===== src/rtl/vl_policer_pkg.sv =====
package vl_policer_pkg;
  // strobes from control to datapath for the account table
  typedef struct packed {
    logic wrFirst;   // load initial credit
    logic wrCharge;  // store refilled credit minus cost
  } polStrobe_t;
endpackage


===== src/rtl/vl_policer_datapath.sv =====
module vl_policer_datapath
  import vl_policer_pkg::*;
#(
  parameter int N_LINKS   = 16,
  parameter int LEN_W     = 11,
  parameter int TIME_W    = 24,
  parameter int BAG_W     = 3,
  parameter int JIT_W     = 4,
  parameter int ACC_W     = 26,
  parameter int ELAPSED_W = 18,
  parameter int SCALE     = 1000,
  parameter int OVERHEAD  = 20
) (
  input  logic                       clk,
  input  logic                       rstN,
  input  logic [$clog2(N_LINKS)-1:0] frmLink,
  input  logic [LEN_W-1:0]           frmLen,
  input  logic [TIME_W-1:0]          nowUs,
  input  logic [BAG_W-1:0]           cfgBagLog2,
  input  logic [JIT_W-1:0]           cfgJitterMs,
  input  logic [LEN_W-1:0]           cfgSmax,
  input  logic [LEN_W-1:0]           cfgSmin,
  input  logic                       cfgByteMode,
  input  polStrobe_t                 stb,
  output logic                       creditOk,
  output logic                       tooShort,
  output logic                       tooLong,
  output logic                       wbValid,
  output logic [$clog2(N_LINKS)-1:0] wbLink,
  output logic [ACC_W-10:0]          wbBytes
);
  localparam int LINK_W      = $clog2(N_LINKS);
  localparam int LINE_W      = LEN_W + 1;
  localparam int WIDE_W      = ACC_W + ELAPSED_W;
  localparam int WB_W        = ACC_W - 9;
  localparam int ELAPSED_MAX = (1 << ELAPSED_W) - 1;

  logic [ACC_W-1:0]  accMem  [N_LINKS];
  logic [TIME_W-1:0] lastMem [N_LINKS];

  logic [ACC_W-1:0]     accCur;
  logic [TIME_W-1:0]    lastCur;
  logic [LINE_W-1:0]    lineOct;
  logic [TIME_W-1:0]    elapsed;
  logic [ELAPSED_W-1:0] elapsedSat;
  logic [WIDE_W-1:0]    baseMilli, jitMilli, ceilMilli;
  logic [WIDE_W-1:0]    refillMilli, sumMilli, refilledMilli, costMilli, newAcc;

  assign accCur  = accMem[frmLink];
  assign lastCur = lastMem[frmLink];

  always_comb begin
    lineOct     = LINE_W'(frmLen) + LINE_W'(OVERHEAD);
    baseMilli   = WIDE_W'(cfgSmax) * WIDE_W'(SCALE);
    jitMilli    = (baseMilli * WIDE_W'(cfgJitterMs)) >> cfgBagLog2;
    ceilMilli   = baseMilli + jitMilli;
    elapsed     = nowUs - lastCur;
    elapsedSat  = (elapsed > TIME_W'(ELAPSED_MAX)) ? ELAPSED_W'(ELAPSED_MAX)
                                                   : elapsed[ELAPSED_W-1:0];
    refillMilli = (WIDE_W'(cfgSmax) * WIDE_W'(elapsedSat)) >> cfgBagLog2;
    sumMilli    = WIDE_W'(accCur) + refillMilli;
    refilledMilli = (sumMilli > ceilMilli) ? ceilMilli : sumMilli;
    costMilli   = (cfgByteMode ? WIDE_W'(lineOct) : WIDE_W'(cfgSmax)) * WIDE_W'(SCALE);
    newAcc      = stb.wrFirst ? jitMilli : (refilledMilli - costMilli);
  end

  assign creditOk = refilledMilli >= costMilli;
  assign tooShort = cfgByteMode && (lineOct < LINE_W'(cfgSmin));
  assign tooLong  = lineOct > LINE_W'(cfgSmax);

  always_ff @(posedge clk or negedge rstN) begin
    if (!rstN) begin
      for (int i = 0; i < N_LINKS; i++) begin
        accMem[i]  <= '0;
        lastMem[i] <= '0;
      end
    end else if (stb.wrFirst || stb.wrCharge) begin
      accMem[frmLink]  <= ACC_W'(newAcc);
      lastMem[frmLink] <= nowUs;
    end
  end

  always_ff @(posedge clk or negedge rstN) begin
    if (!rstN) begin
      wbValid <= 1'b0;
      wbLink  <= '0;
      wbBytes <= '0;
    end else begin
      wbValid <= stb.wrFirst || stb.wrCharge;
      wbLink  <= LINK_W'(frmLink);
      wbBytes <= WB_W'(newAcc / WIDE_W'(SCALE));
    end
  end
endmodule


===== src/rtl/vl_policer_ctrl.sv =====
module vl_policer_ctrl
  import vl_policer_pkg::*;
(
  input  logic       clk,
  input  logic       rstN,
  input  logic       frmValid,
  input  logic       frmFirst,
  input  logic       creditOk,
  input  logic       tooShort,
  input  logic       tooLong,
  output polStrobe_t stb,
  output logic       decValid,
  output logic       decAccept
);
  logic conforms;
  logic acceptNow;

  always_comb begin
    conforms     = creditOk && !tooShort && !tooLong;
    acceptNow    = frmFirst || conforms;
    stb.wrFirst  = frmValid && frmFirst;
    stb.wrCharge = frmValid && !frmFirst && conforms;
  end

  always_ff @(posedge clk or negedge rstN) begin
    if (!rstN) begin
      decValid  <= 1'b0;
      decAccept <= 1'b0;
    end else begin
      decValid  <= frmValid;
      decAccept <= frmValid && acceptNow;
    end
  end
endmodule


===== src/rtl/vl_policer_top.sv =====
module vl_policer_top
  import vl_policer_pkg::*;
#(
  parameter int N_LINKS   = 16,
  parameter int LEN_W     = 11,
  parameter int TIME_W    = 24,
  parameter int BAG_W     = 3,
  parameter int JIT_W     = 4,
  parameter int ACC_W     = 26,
  parameter int ELAPSED_W = 18,
  parameter int SCALE     = 1000,
  parameter int OVERHEAD  = 20
) (
  input  logic                       clk,
  input  logic                       rstN,
  input  logic                       frmValid,
  input  logic [$clog2(N_LINKS)-1:0] frmLink,
  input  logic [LEN_W-1:0]           frmLen,
  input  logic                       frmFirst,
  input  logic [TIME_W-1:0]          nowUs,
  input  logic [BAG_W-1:0]           cfgBagLog2,
  input  logic [JIT_W-1:0]           cfgJitterMs,
  input  logic [LEN_W-1:0]           cfgSmax,
  input  logic [LEN_W-1:0]           cfgSmin,
  input  logic                       cfgByteMode,
  output logic                       decValid,
  output logic                       decAccept,
  output logic                       wbValid,
  output logic [$clog2(N_LINKS)-1:0] wbLink,
  output logic [ACC_W-10:0]          wbBytes
);
  polStrobe_t stb;
  logic creditOk, tooShort, tooLong;

  vl_policer_ctrl u_ctrl (
    .clk(clk), .rstN(rstN), .frmValid(frmValid), .frmFirst(frmFirst),
    .creditOk(creditOk), .tooShort(tooShort), .tooLong(tooLong),
    .stb(stb), .decValid(decValid), .decAccept(decAccept)
  );

  vl_policer_datapath #(
    .N_LINKS(N_LINKS), .LEN_W(LEN_W), .TIME_W(TIME_W), .BAG_W(BAG_W),
    .JIT_W(JIT_W), .ACC_W(ACC_W), .ELAPSED_W(ELAPSED_W), .SCALE(SCALE),
    .OVERHEAD(OVERHEAD)
  ) u_dp (
    .clk(clk), .rstN(rstN), .frmLink(frmLink), .frmLen(frmLen), .nowUs(nowUs),
    .cfgBagLog2(cfgBagLog2), .cfgJitterMs(cfgJitterMs), .cfgSmax(cfgSmax),
    .cfgSmin(cfgSmin), .cfgByteMode(cfgByteMode), .stb(stb),
    .creditOk(creditOk), .tooShort(tooShort), .tooLong(tooLong),
    .wbValid(wbValid), .wbLink(wbLink), .wbBytes(wbBytes)
  );
endmodule


===== config.mk =====
export PLATFORM = sky130hd
export DESIGN_NAME = vl_policer_top
export DESIGN_NICKNAME = d
export VERILOG_FILES = /design/src/rtl/vl_policer_pkg.sv /design/src/rtl/vl_policer_datapath.sv /design/src/rtl/vl_policer_ctrl.sv /design/src/rtl/vl_policer_top.sv
export SDC_FILE = /design/constraint.sdc
export NUM_CORES = 2
export LEC_CHECK = 0
export BUFFER_PORTS_ARGS = -buffer_cell sky130_fd_sc_hd__buf_4
export CORE_ASPECT_RATIO = 1.75
export CORE_MARGIN = 2
export CORE_UTILIZATION = 40
export DETAILED_ROUTE_END_ITERATION = 10
export SKIP_LAST_GASP = 1
export SYNTH_ARGS = -nofsm -noshare
export SYNTH_HDL_FRONTEND = slang
export SYNTH_SLANG_ARGS = --single-unit

===== constraint.sdc =====
create_clock -name clk -period 33.4 [get_ports clk]
set_input_delay 10.02 -clock clk [delete_from_list [all_inputs] [get_ports clk]]
set_output_delay 10.02 -clock clk [all_outputs]
set_load 0.05 [all_outputs]

==> impl_metrics.toml <==
[yosys]
ys_seq_area_share_pct = 33.8
syn_area_per_cell_um2 = 9.46
synth-edff-count = 0
synthCells = 6456
async_flop_share_pct = 100
synth_compound_area_share_pct = 14.6
syn_nets = 7105
synth_cell_types = 128
synth_top_family_by_area = "simple AND/OR/NAND/NOR gates"
synth_xor_area_share_pct = 2.35
synth-adder-area-share_pct = 14.9
yosys_warnings = 0
syn_area_um2 = 61000
synth-simple-area-share_pct = 15.9
yosys_register_bits = 824
synthFlopType = "dfrtp_1"
synthMuxAreaShare_pct = 13.7

[floorplan]
start_util_pct = 40.3
die_w_um = 299
core_area_um2 = 152000
dieArea_um2 = 156000
io_pins = 97
die_h_um = 521
rows = 189

[timing]
slew_headroom_pct = 15.0
worst_pin_slew_ps = 1240
report.final.hold_viol_count = 0
layout_setup_ws_ps = -4820
hold_slack_ps = 472
setup_viol = 8
rsz0062_at_grt = "yes"
max_freq_ghz = 0.0262
finalCritPeriodShare_pct = 114
clock-skew-final_ps = 42.8
slew_violations = 0
fin_crit_ps = 38220

[routing]
drtIter0Drc = 3338
met2WireLength_um = 116000
met1_length_um = 76700
highest_layer = "met5"
route.detailed.drc = 0
routed_wl_um = 218000
post_drt_wl_per_cell_um = 22.7
wl_met3_um = 8560
vias = 53001
firstDrtPassIters = 5
vias_per_cell = 5.53
ant_nets = 0

[final_layout]
regArea_um2 = 20600
layoutNonFillerInstCount = 9590
final_common_cell = "nand2_1"
nets = 8171
multiInputGateArea_um2 = 39100
area_growth_pct = 26.0
mostFrequentLayoutCells = "nand2_1 (1537), buf_4 (1323), dfrtp_1 (824)"
fillers = 13936
final_layout_size_suffix_gt1_share_pct = 29.9

[clock_network]
cts_made_buffers = 76
hold_buffers = 0
clk_path_buf_depth = 3
worstSkewPairLatency_ps = 680
cts_max_level = 3
clock_sink_count = 824
cts_tree = "built"
clk_pin_slew_ps = 60
clockRootBuffer = "clkbuf_16"

[worst_setup_path]
path_delay_family = "compound AO/OA/AOI/OAI gates"
critPathLaunchType = "primary input"
required_ps = 33970
cpPeakStageDelay_ps = 570
cpMaxStageDelayCell = "or4_4"
path_buf_inv = 28
cp_max_fo = 8
arrival_ps = 38800
endpoint_kind = "register"
crit_type = "primary input to register"

[placed_design]
gp_congestion = 0.985
place_hpwl_um = 163000
dp_cells = 9382
portBuffers = 96

[outcome]
violations = "setup timing"
outcome = "complete, but fails checks"

[min_path]
hold_class = "register to register"

[grt]
grt_max_degree = 121
grtUsageTotal_pct = 27.9
antenna_found_initial = 4
gr-total-overflow = 0
grt_pass1_vias = 55497
grt_pass1_wl_um = 331000

[flow_run]
maxCapViolations = 0
-- state kept, by name (all words and copies together), names as in the netlist --
signal            cells
u_dp.wbBytes         17
u_dp.lastMem        384
u_ctrl.decAccept      1
u_dp.wbLink           4
u_dp.accMem         416
u_ctrl.decValid       1
u_dp.wbValid          1
-- cells by family (layout without fill, tap and decap cells) --
family / count (synthesis) / after routing
other: 0 / 2
and+or+nand+nor: 2244 / 2244
xor gates and xnor gates: 163 / 163
AOI/OAI and AO/OA: 1384 / 1384
DFF: 824 / 824
muxes: 502 / 502
buffers and inverters: 761 / 1888
adders and majority gates: 578 / 578
-- worst register-to-register path, delay by kind of cell (launching register included) --
kind,cells,cell delay [ps]
AO/OA/AOI/OAI,73,14870
buffers and inverters,27,3720
adder cells (fa/ha/maj),10,3690
multiplexers,6,2130
XOR/XNOR,3,430
AND/OR/NAND/NOR,23,3640
flip-flops,1,410
-- synthesized netlist by cell type (71+ instances only) --
master / instances / area share, %
nand2_1: 1545 / 9.5
dfrtp_1: 824 / 34
o21ai_0: 610 / 5.0
inv_1: 373 / 2.3
ha_1: 325 / 6.7
clkbuf_1: 314 / 1.9
fa_1: 251 / 8.2
mux4_2: 250 / 9.2
a21oi_1: 239 / 2.0
nor2_1: 215 / 1.3
mux2_2: 176 / 3.2
and2_1: 121 / 1.2
xnor2_1: 113 / 1.6
a21o_1: 80 / 0.98
mux2i_1: 72 / 1.2
nand3_1: 71 / 0.58
-- cell type report --
class,instances,area share (%)
sequential,824,26.8
clock buffer,111,2.95
inverter,380,1.87
tap,2005,3.26
clock inverter,28,0.335
antenna,2,0.00651
multi-input combinational,4871,50.8
timing repair buffer,1369,14.0
-- path summary, 6_finish.rpt --
path,from,endpoint,slack [ps],depth (start not counted)
hold reg to reg,u_dp.lastMem[381]$_DFFE_PN0P_,u_dp.lastMem[381]$_DFFE_PN0P_,470,2
setup reg to reg,u_dp.lastMem[218]$_DFFE_PN0P_,u_dp.wbBytes[0]$_DFF_PN0_,4440,142
min in group asynchronous,rstN,u_dp.wbLink[0]$_DFF_PN0_,9410,1
setup / recovery,frmLink[0],u_dp.wbBytes[0]$_DFF_PN0_,-4820,143
max in group asynchronous,rstN,u_dp.lastMem[237]$_DFFE_PN0P_,19360,5
hold / removal,u_dp.lastMem[381]$_DFFE_PN0P_,u_dp.lastMem[381]$_DFFE_PN0P_,470,2
-- what timing repair did --
item                       4_1_cts  5_1_grt
setup buffers                   39       25
gates cloned                     1        2
hold endpoints to repair         0        0
setup endpoints to repair       10       11
pin swaps                       75       50
resized for setup              125      101
-- routing by layer --
layer / vias to the layer above / global-route usage [%]
met5: - / 0
met4: 2 / 17.7
met3: 512 / 2.70
met2: 1424 / 52.3
met1: 26608 / 29.6
li1: 24455 / -
-- through the flow --
| step | TNS (ps) | util, % | instance area, um^2 | worst slack (ps) |
|---|---|---|---|---|
| 2_1_floorplan | -16270 | - | 61700 | -3640 |
| 3_5_place_dp | -40600 | 48.0 | 72700 | -6590 |
| 4_1_cts | -21810 | 50.2 | 76100 | -4360 |
| 6_report | -25260 | 50.7 | 76900 | -4820 |
| 5_1_grt | -35280 | 50.7 | 76900 | -6030 |
| 3_3_place_gp | -39690 | 48.0 | 72700 | -6500 |
Power is left out: the tool's default activity adds up to more than one toggle a clock period on the data nets, which glitch-free logic cannot reach.
